### src/rtl/i2cw_pkg.sv
package i2cw_pkg;
  typedef enum logic [1:0] {PH_IDLE, PH_ADDR, PH_RX, PH_TX} phase_t;
  typedef enum logic [1:0] {RA_NONE, RA_ACK, RA_LOAD} rel_act_t;
  typedef struct packed {
    logic ack_en;
    logic wait9;
    logic stop_en;
    logic wake;
  } cfg_t;
  localparam logic [3:0] EXT_NIBBLE = 4'hF;
endpackage

### src/rtl/i2cw_sync.sv
module i2cw_sync #(
  parameter int STAGES = 2,
  parameter int LINES  = 2
) (
  input  logic             clk,
  input  logic             rst_n,
  input  logic [LINES-1:0] raw_i,
  output logic [LINES-1:0] now_o,
  output logic [LINES-1:0] last_o
);
  for (genvar g = 0; g < LINES; g++) begin : g_line
    logic [STAGES:0] pipe;
    always_ff @(posedge clk or negedge rst_n) begin
      if (!rst_n) pipe <= '1;
      else        pipe <= {pipe[STAGES-1:0], raw_i[g]};
    end
    assign now_o[g]  = pipe[STAGES-1];
    assign last_o[g] = pipe[STAGES];
  end
endmodule

### src/rtl/i2cw_cfg.sv
module i2cw_cfg
  import i2cw_pkg::*;
(
  input  logic clk,
  input  logic rst_n,
  input  logic if_en,
  input  cfg_t d_i,
  output cfg_t q_o
);
  always_ff @(posedge clk or negedge rst_n) begin
    if (!rst_n)      q_o <= '0;
    else if (!if_en) q_o <= d_i;
  end

  AST_CFG_FROZEN: assert property (@(posedge clk) disable iff (!rst_n)
    if_en |=> $stable(q_o));
endmodule

### src/rtl/i2c_wait_slave.sv
module i2c_wait_slave
  import i2cw_pkg::*;
#(
  parameter int ADDR_W      = 7,
  parameter int SYNC_STAGES = 2
) (
  input  logic              clk,
  input  logic              rst_n,
  input  logic              scl_i,
  input  logic              sda_i,
  output logic              scl_pull_o,
  output logic              sda_pull_o,
  input  logic [ADDR_W-1:0] own_addr,
  input  logic              if_en,
  input  logic              ack_en,
  input  logic              wait9_sel,
  input  logic              stop_irq_en,
  input  logic              wake_mode,
  input  logic              release_i,
  input  logic [ADDR_W:0]   tx_data,
  output logic              irq_o,
  output logic              rx_valid_o,
  output logic [ADDR_W:0]   rx_data_o,
  output logic              ext_code_o,
  output logic              tx_mode_o
);
  localparam int BYTE_W = ADDR_W + 1;
  localparam int CNT_W  = $clog2(BYTE_W + 2);
  localparam logic [CNT_W-1:0] LAST_BIT = CNT_W'(BYTE_W);
  localparam logic [CNT_W-1:0] ACK_BIT  = CNT_W'(BYTE_W + 1);

  // line synchroniser: bit 1 = SCL, bit 0 = SDA
  logic [1:0] ln_now, ln_last;
  i2cw_sync #(.STAGES(SYNC_STAGES), .LINES(2)) u_sync (
    .clk(clk), .rst_n(rst_n), .raw_i({scl_i, sda_i}),
    .now_o(ln_now), .last_o(ln_last));

  cfg_t cfg;
  i2cw_cfg u_cfg (
    .clk(clk), .rst_n(rst_n), .if_en(if_en),
    .d_i('{ack_en: ack_en, wait9: wait9_sel, stop_en: stop_irq_en, wake: wake_mode}),
    .q_o(cfg));

  logic scl, sda, scl_d, sda_d;
  logic scl_rise, scl_fall, start_c, stop_c;
  assign scl   = ln_now[1];
  assign sda   = ln_now[0];
  assign scl_d = ln_last[1];
  assign sda_d = ln_last[0];
  assign scl_rise = scl & ~scl_d;
  assign scl_fall = ~scl & scl_d;
  assign start_c  = scl & scl_d & sda_d & ~sda;
  assign stop_c   = scl & scl_d & ~sda_d & sda;

  phase_t            phase;
  rel_act_t          rel_q;
  logic [CNT_W-1:0]  cnt, cnt_n;
  logic [BYTE_W-1:0] shreg, rxd_q;
  logic first_q, stretch_q, sda_q, irq_q, rxv_q, rw_q, ext_q, mack_q;
  logic is_ext, is_mine;

  assign cnt_n   = cnt + CNT_W'(1);
  assign is_ext  = (shreg[BYTE_W-1 -: 4] == EXT_NIBBLE);
  assign is_mine = (shreg[BYTE_W-1:1] == own_addr);

  always_ff @(posedge clk or negedge rst_n) begin
    if (!rst_n) begin
      phase <= PH_IDLE; rel_q <= RA_NONE; cnt <= '0; shreg <= '0; rxd_q <= '0;
      first_q <= 1'b0; stretch_q <= 1'b0; sda_q <= 1'b0; irq_q <= 1'b0;
      rxv_q <= 1'b0; rw_q <= 1'b0; ext_q <= 1'b0; mack_q <= 1'b0;
    end else begin
      irq_q <= 1'b0;
      if (!if_en) begin
        phase <= PH_IDLE; rel_q <= RA_NONE; cnt <= '0; first_q <= 1'b0;
        stretch_q <= 1'b0; sda_q <= 1'b0; rxv_q <= 1'b0; ext_q <= 1'b0;
      end else if (start_c) begin
        phase <= PH_ADDR; rel_q <= RA_NONE; cnt <= '0; first_q <= 1'b1;
        stretch_q <= 1'b0; sda_q <= 1'b0; rxv_q <= 1'b0; ext_q <= 1'b0; rw_q <= 1'b0;
      end else if (stop_c) begin
        phase <= PH_IDLE; rel_q <= RA_NONE; cnt <= '0; first_q <= 1'b0;
        stretch_q <= 1'b0; sda_q <= 1'b0; rxv_q <= 1'b0;
        irq_q <= cfg.stop_en & ~cfg.wake;
      end else if (stretch_q) begin
        if (release_i) begin
          stretch_q <= 1'b0;
          rxv_q     <= 1'b0;
          rel_q     <= RA_NONE;
          case (rel_q)
            RA_ACK:  sda_q <= cfg.ack_en;
            RA_LOAD: begin shreg <= tx_data; sda_q <= ~tx_data[BYTE_W-1]; end
            default: ;
          endcase
        end
      end else if (phase != PH_IDLE) begin
        if (scl_rise && !first_q) begin
          if (phase != PH_TX && cnt < LAST_BIT) shreg <= {shreg[BYTE_W-2:0], sda};
          if (phase == PH_TX && cnt == LAST_BIT) mack_q <= ~sda;
        end
        if (scl_fall) begin
          if (first_q) begin
            first_q <= 1'b0;
          end else begin
            cnt <= (cnt_n == ACK_BIT) ? '0 : cnt_n;
            unique case (phase)
              PH_ADDR: begin
                if (cnt_n == LAST_BIT) begin
                  if (is_ext) begin
                    ext_q <= 1'b1; stretch_q <= 1'b1; irq_q <= 1'b1; rel_q <= RA_ACK;
                  end else if (is_mine) begin
                    sda_q <= 1'b1; rw_q <= shreg[0];
                  end else begin
                    phase <= PH_IDLE;
                  end
                end else if (cnt_n == ACK_BIT) begin
                  sda_q <= 1'b0;
                  if (ext_q) begin
                    phase <= cfg.ack_en ? PH_RX : PH_IDLE;
                  end else begin
                    stretch_q <= 1'b1; irq_q <= 1'b1;
                    if (rw_q) begin phase <= PH_TX; rel_q <= RA_LOAD; end
                    else      phase <= PH_RX;
                  end
                end
              end
              PH_RX: begin
                if (cnt_n == LAST_BIT) begin
                  rxd_q <= shreg;
                  if (!cfg.wait9) begin
                    stretch_q <= 1'b1; irq_q <= 1'b1; rxv_q <= 1'b1; rel_q <= RA_ACK;
                  end else begin
                    sda_q <= cfg.ack_en;
                  end
                end else if (cnt_n == ACK_BIT) begin
                  sda_q <= 1'b0;
                  if (cfg.wait9) begin stretch_q <= 1'b1; irq_q <= 1'b1; rxv_q <= 1'b1; end
                end
              end
              PH_TX: begin
                if (cnt_n < LAST_BIT) begin
                  shreg <= {shreg[BYTE_W-2:0], 1'b0};
                  sda_q <= ~shreg[BYTE_W-2];
                end else if (cnt_n == LAST_BIT) begin
                  sda_q <= 1'b0;
                  if (!cfg.wait9) begin stretch_q <= 1'b1; irq_q <= 1'b1; end
                end else begin
                  if (!mack_q) phase <= PH_IDLE;
                  else if (cfg.wait9) begin
                    stretch_q <= 1'b1; irq_q <= 1'b1; rel_q <= RA_LOAD;
                  end else begin
                    shreg <= tx_data; sda_q <= ~tx_data[BYTE_W-1];
                  end
                end
              end
              default: ;
            endcase
          end
        end
      end
    end
  end

  assign scl_pull_o = stretch_q;
  assign sda_pull_o = sda_q;
  assign irq_o      = irq_q;
  assign rx_valid_o = rxv_q;
  assign rx_data_o  = rxd_q;
  assign ext_code_o = ext_q;
  assign tx_mode_o  = (phase == PH_TX);

  AST_QUIET_OFF: assert property (@(posedge clk) disable iff (!rst_n)
    !if_en |=> (!scl_pull_o && !sda_pull_o && !irq_o));
  AST_HOLD_IRQ: assert property (@(posedge clk) disable iff (!rst_n)
    $rose(scl_pull_o) |-> irq_o);
  AST_STOP_MUTE: assert property (@(posedge clk) disable iff (!rst_n)
    (if_en && stop_c && cfg.wake) |=> !irq_o);
  AST_CNT_RANGE: assert property (@(posedge clk) disable iff (!rst_n)
    cnt < ACK_BIT);
  AST_START_CLR: assert property (@(posedge clk) disable iff (!rst_n)
    (if_en && start_c) |=> (cnt == '0 && !scl_pull_o));
  AST_REL_FREE: assert property (@(posedge clk) disable iff (!rst_n)
    (scl_pull_o && release_i) |=> !scl_pull_o);
  AST_RX_STABLE: assert property (@(posedge clk) disable iff (!rst_n)
    (rx_valid_o && !release_i) |=> $stable(rx_data_o));
endmodule

### config.mk
export PLATFORM = sky130hd
export DESIGN_NAME = i2c_wait_slave
export DESIGN_NICKNAME = d
export VERILOG_FILES = /design/src/rtl/i2cw_pkg.sv /design/src/rtl/i2cw_sync.sv /design/src/rtl/i2cw_cfg.sv /design/src/rtl/i2c_wait_slave.sv
export SDC_FILE = /design/constraint.sdc
export NUM_CORES = 1
export LEC_CHECK = 0
export ABC_AREA = 1
export BUFFER_PORTS_ARGS = -buffer_cell sky130_fd_sc_hd__buf_2
export CAP_MARGIN = 5
export CORE_UTILIZATION = 63
export CTS_CLUSTER_SIZE = 30
export DETAILED_ROUTE_END_ITERATION = 8
export HOLD_SLACK_MARGIN = 0.06
export PLACE_DENSITY = 0.93
export SETUP_SLACK_MARGIN = 0.05
export SKIP_LAST_GASP = 1
export SYNTH_ARGS = -nofsm -noshare
export SYNTH_HDL_FRONTEND = slang
export SYNTH_HIERARCHICAL = 1
export SYNTH_SLANG_ARGS = --single-unit
export TNS_END_PERCENT = 1
### constraint.sdc
create_clock -name clk -period 2.7 [get_ports clk]
set_input_delay 0 -clock clk [delete_from_list [all_inputs] [get_ports clk]]
set_output_delay 0 -clock clk [all_outputs]
set_load 0.005 [all_outputs]
## After elaboration in Yosys (flattened, before gate mapping)

Cells that the tools add are included.

| word-level totals | value |
|---|---|
| register bits | 42 |
| output and inout port bits | 14 |
| word-level logic and storage cells | 266 |

| operators by class | value |
|---|---|
| add/subtract/negate cells | 1 |
| order comparisons | 2 |
| equality and inequality tests | 61 |
| muxes and demuxes | 142 |
| bitwise operators | 19 |
| reductions and logical operators | 22 |

Operators with widths:

| cell | count |
|---|---|
| $mux 8 | 13 |
| $mux 1 | 81 |
| $mux 2 | 35 |
| $ne 6x6->1 const B | 8 |
| $ne 7x7->1 const B | 6 |
| $mux 4 | 8 |
| $reduce_and 11->1 | 2 |
| $ne 5x1->1 const B | 4 |
| $ne 5x5->1 const B | 4 |
| $eq 4x4->1 const B | 4 |
| $reduce_and 8->1 | 2 |
| $ne 3x1->1 const B | 5 |
| $reduce_and 15->1 | 1 |
| $reduce_bool 2->1 | 7 |
| $ne 2x2->1 const B | 6 |
| $ne 6x1->1 const B | 2 |
| $ne 6x2->1 const B | 2 |
| $not 1->1 | 11 |
| $reduce_and 10->1 | 1 |
| $ne 3x3->1 const B | 3 |
| $reduce_and 9->1 | 1 |
| $and 1x1->1 | 8 |
| $lt 4x4->1 const B | 2 |
| $ne 4x1->1 const B | 2 |
| other kinds (22) | 29 |

## Logic depth before layout (Yosys ltp)

| logic depth | value |
|---|---|
| depth after elaboration | 13 |
| depth in mapped cells | 13 |

## Modules after synthesis

The synthesis kept the hierarchy.

By module, submodules not included:

| module | times used | cells an instance | area each (um2) | seq. area each (um2) |
|---|---|---|---|---|
| i2c_wait_slave | 1 | 422 | 2,606.2 | 800.8 |
| i2cw_sync | 1 | 10 | 187.7 | 157.7 |
| i2cw_cfg | 1 | 17 | 148.9 | 100.1 |

## Worst setup path after synthesis

Ideal clock, no wire load.

| timing path | value |
|---|---|
| kind | register -> register |
| from | register cnt[0] |
| to | register phase[0] |
| setup time | 0.117 ns |
| arrival time | 1.599 ns |
| slack | 0.985 ns |
| cell stages (with the launch flop) | 10 |
| path through | dfrtp_1 > ha_1 > xnor2_2 > nand3_2 > nor2_2 > nand2_1 > nand4_1 > nand2_1 > nand2_1 > nand2_1 |

| between the ends | value |
|---|---|
| longest elaborated chain between the ends | 11 |
| elaborated cells between the ends (all ways) | 19 |

RTL lines:

| item | RTL line | text |
|---|---|---|
| start: declaration | i2c_wait_slave.sv:57 | `logic [CNT_W-1:0] cnt, cnt_n;` |
| start signal: assignment | i2c_wait_slave.sv:103 | `cnt <= (cnt_n == ACK_BIT) ? '0 : cnt_n;` |
| $add 4x1->4 (*) | i2c_wait_slave.sv:62 | `assign cnt_n = cnt + CNT_W'(1);` |
| $eq 4x4->1 | i2c_wait_slave.sv:106, i2c_wait_slave.sv:142 |  |
| $mux 2 | i2c_wait_slave.sv:106 | `if (cnt_n == LAST_BIT) begin` |
| $pmux 2 s2 | i2c_wait_slave.sv:104 | `unique case (phase)` |
| $mux 2 | i2c_wait_slave.sv:100 | `if (first_q) begin` |
| $mux 2 | i2c_wait_slave.sv:99 | `if (scl_fall) begin` |
| $mux 2 | i2c_wait_slave.sv:94 | `end else if (phase != PH_IDLE) begin` |
| $mux 2 | i2c_wait_slave.sv:83 | `end else if (stretch_q) begin` |
| $mux 2 | i2c_wait_slave.sv:79 | `end else if (stop_c) begin` |
| $mux 2 | i2c_wait_slave.sv:76 | `end else if (start_c) begin` |
| $mux 2 | i2c_wait_slave.sv:73 | `if (!if_en) begin` |
| end signal: assignment | i2c_wait_slave.sv:117 | `phase <= cfg.ack_en ? PH_RX : PH_IDLE;` |
| end: declaration | i2c_wait_slave.sv:55 | `phase_t phase;` |

Mark *: on every way between the ends. The rest lies on a longest branch, timed or not. The select of a mux whose other input is x is not followed.
A chain may end at the register's enable or synchronous reset.

## Final worst setup path

| timing path | value |
|---|---|
| from | register cnt[0] |
| to | register rxd_q[5] (netlist: rx_data_o[5]) |

| between the ends | value |
|---|---|
| longest elaborated chain between the ends | 3 |

RTL lines:

| item | RTL line | text |
|---|---|---|
| $add 4x1->4 | i2c_wait_slave.sv:62 |  |
| $eq 4x4->1 | i2c_wait_slave.sv:126 | `if (cnt_n == LAST_BIT) begin` |
| $reduce_and 9->1 (no line) | -- |  |
| end signal: assignment | i2c_wait_slave.sv:127 | `rxd_q <= shreg;` |
| end: declaration | i2c_wait_slave.sv:58 | `logic [BYTE_W-1:0] shreg, rxd_q;` |

No other way between the ends.

==> flow_summary_export.csv <==
group,metric,value,unit
run_status,status,"completed",
clocking,cts_made_buffers,5,
setup_path,slowest_delay,0.45,ns
setup_path,cp.arrival,2.50,ns
min_path,worstHoldPathType,"input pin to register",
clocking,cts_sinks,42,
timing,setup_viol,0,
cells_and_area,seqCellArea,0.00106,sq mm
setup_path,worstPathBufferInverterCount,2,
detailed_routing,wl_met2,3910,microns
min_path,worstHoldStart,"tx_data[5]",
detailed_routing,met3_length,587,microns
setup_path,reg2regPathDepth,7,
setup_path,crit_cells,7,
clocking,cts_root_buf,"clkbuf_8",
setup_path,timing.rr.start,"cnt[0]",
detailed_routing,drt_iter0_drc,297,
pwr,peakVddDrop,438,uV
clocking,cts.reportedPaths.clkPinSlew,0.08,ns
min_path,holdPathEnd,"shreg[5]",
timing,setup_tns,0,ns
logic_synthesis,synth_enable_flop_cells,0,
detailed_routing,wl,8470,microns
timing,hold_slack,0.0750,ns
cells_and_area,areaGrowthSynthToFinish,16.8,%
grt,grt_use_total,37.0,%
setup_path,slowest_stage,"dfrtp_1",
setup_path,cp_max_fo,17,
cells_and_area,nNetsFinal,534,
timing,slew_viol_final,0,
cells_and_area,final_core_util,77.9,%
logic_synthesis,synth_warnings,6,
setup_path,rr_endpoint,"rx_data_o[5]",
die,die_x,70.3,microns
cells_and_area,n_antenna_cell,0,
die,rows,24,
grt,grt_overflow,0,
detailed_routing,highest_layer,"met4",
cells_and_area,drive_above_1_share,14.4,%
logic_synthesis,synth_area_leader_cell,"dfrtp_1",
logic_synthesis,syn-cell-area,0.00294,sq mm
logic_synthesis,synth_cell_types,30,
logic_synthesis,synth-main-ff-cell,"dfrtp_1",
die,io_pins,39,
setup_path,path_cells,"ha_1 > xnor2_2 > nand3_2 > inv_2 > nand3_4 > mux2i_1 > inv_1",
logic_synthesis,syn_avg_cell_area,6.55,sq um
setup_path,critPathLaunchType,"register",
place,dp_hpwl,6160,microns
min_path,holdPathStages,3,
logic_synthesis,ys_ff_latch,42,
place,dpl_cell_area,0.00317,sq mm
run,drv_cap,0,
clocking,htreeDepth,2,
grt,grt_pass1_vias,3076,
grt,grt_max_degree,43,
cells_and_area,fin_area,0.00344,sq mm
logic_synthesis,synth_seq_area_share,36.0,%
place,dp.cells,534,
clocking,cts_tree,"built",
timing,fin_skew,0.0107,ns
cells_and_area,layoutNonFillerInstCount,558,
setup_path,cp.required,2.88,ns
setup_path,rrSetupSlack,0.38,ns
cells_and_area,multi_input_area,0.00155,sq mm
timing,hold_violations,0,
setup_path,critPathCaptureType,"register",
cells_and_area,fillers,325,
grt,grt_pass1_wl,14200,microns
detailed_routing,first_pass_iters,5,
logic_synthesis,yosysTopAreaCellShare,30.6,%
logic_synthesis,synth.most_common_cell,"nand2_1",
detailed_routing,via_count,3173,
timing,slew_headroom,40.0,%
timing,worst_pin_slew,0.900,ns
timing,rsz0062_at_grt,"no",
timing,finalCritPeriodShare,85.8,%
logic_synthesis,synth_cells,449,
logic_synthesis,synth_fp_nets,478,
logic_synthesis,netlist_top_cells_area,"dfrtp_1 31%, nand2_1 20%, inv_1 8.9%",
logic_synthesis,async_flop_share,100,%
pwr,cellLeakagePower,0.00205,uW
clocking,post_cts_buffers,0,
detailed_routing,wl_per_cell,15.2,microns
clocking,insertion_delay,0.30,ns
detailed_routing,viasPerCell,5.69,
pwr,power.density,552,mW/mm^2
place,numPortBuffers,38,
detailed_routing,m1WireLength,3660,microns
die,fp.dieH,70.3,microns
logic_synthesis,ys_top_cells_by_count,"157 x nand2_1, 70 x inv_1, 36 x dfrtp_1",
setup_path,path_delay_family,"simple AND/OR/NAND/NOR gates",
timing,max_freq,432,MHz
die,dieArea,0.00495,sq mm
timing,min_period,2.32,ns
place,gp_routability_congestion,0.935,
detailed_routing,drcViolationCount,0,
die,core-area,0.00441,sq mm
die,start_util,66.7,%
grt,antenna_found_initial,0,
detailed_routing,antenna_left,0,
clocking,cts.path.max_buffers,2,
setup_path,critPathKind,"register to register",
==> tightest hold or removal path: stages <==
cell and delay (ns):
buf_2 0.09, a21oi_1 0.06, a21oi_1 0.17
==> worst max-delay path by stage <==
| stage | startpoint | to | slack, ns |
|---|---|---|---|
| floorplan | cnt[0] | phase[0] | 0.98 |
| global placement | cnt[0] | rx_data_o[0] | 0.62 |
| detailed placement | cnt[0] | rx_data_o[5] | 0.46 |
| CTS | cnt[0] | rx_data_o[5] | 0.44 |
| global route | cnt[0] | rx_data_o[5] | 0.22 |
| finish | cnt[0] | rx_data_o[5] | 0.38 |
==> routing by layer <==
layer / vias to the layer above / global-route usage, %
met2: 172 / 58.1
met5: - / 0
met4: 0 / 18.4
met1: 1446 / 49.3
li1: 1522 / -
met3: 33 / 6.06
==> report_power, final <==
part	switching, uW	total (uW)	internal, uW
clock network	222	498	276
logic	360	578	218
registers	111	821	710
total	693	1900	1200
==> sequential cells by signal, indices dropped and copies added, names as in the netlist <==
register / cells
rx_data_o: 8
shreg: 8
u_sync/g_line.pipe: 6
cnt: 4
u_cfg/q_o: 4
phase: 2
rel_q: 2
ext_code_o: 1
first_q: 1
irq_o: 1
mack_q: 1
rw_q: 1
rx_valid_o: 1
scl_pull_o: 1
sda_pull_o: 1
==> layout by cell type, fill, tap and decap left out, types with 4 or more instances in the layout <==
cell type,instances
buf_4,4
ha_1,4
nor2_2,5
inv_1,70
nand2_2,4
clkbuf_8,5
nor3_1,11
dfrtp_1,36
o21ai_0,23
dfstp_2,6
mux2i_1,8
nand3_1,29
dlygate4sd3_1,16
nand4_1,9
a21oi_1,21
nor2_1,35
nand2_1,157
nand3b_1,5
buf_2,38
==> through the flow <==
| stage | power [uW] | setup WS [ns] |
|---|---|---|
| after global placement | 1340 | 0.624 |
| after floorplan | 1200 | 0.985 |
| after detailed placement | 1370 | 0.457 |
| after CTS | 1890 | 0.440 |
| after global routing | 2020 | 0.219 |
| final | 1900 | 0.384 |
==> cells by family after synthesis <==
logic type,after synthesis,synth area share [%]
flops,42,36.0
compound gates,53,9.57
xor+xnor,1,0.553
buf+inv,82,11.4
fa+ha+maj,4,1.70
mux,8,2.72
simple gates,259,38.1
==> cell type report <==
cell class	count	area share, %
timing repair buffer	58	11.1
tap	52	1.89
multi-input combinational	325	45.1
inverter	73	7.97
clock buffer	6	2.11
clock inverter	2	1.09
sequential	42	30.8
==> timing repair <==
| item | in CTS | in global routing |
|---|---|---|
| endpoints found under the hold margin | 48 | 0 |
| resized for setup | 0 | 0 |
| hold buffers | 16 | 0 |
Note: power is estimated with default switching activity, not from simulation.
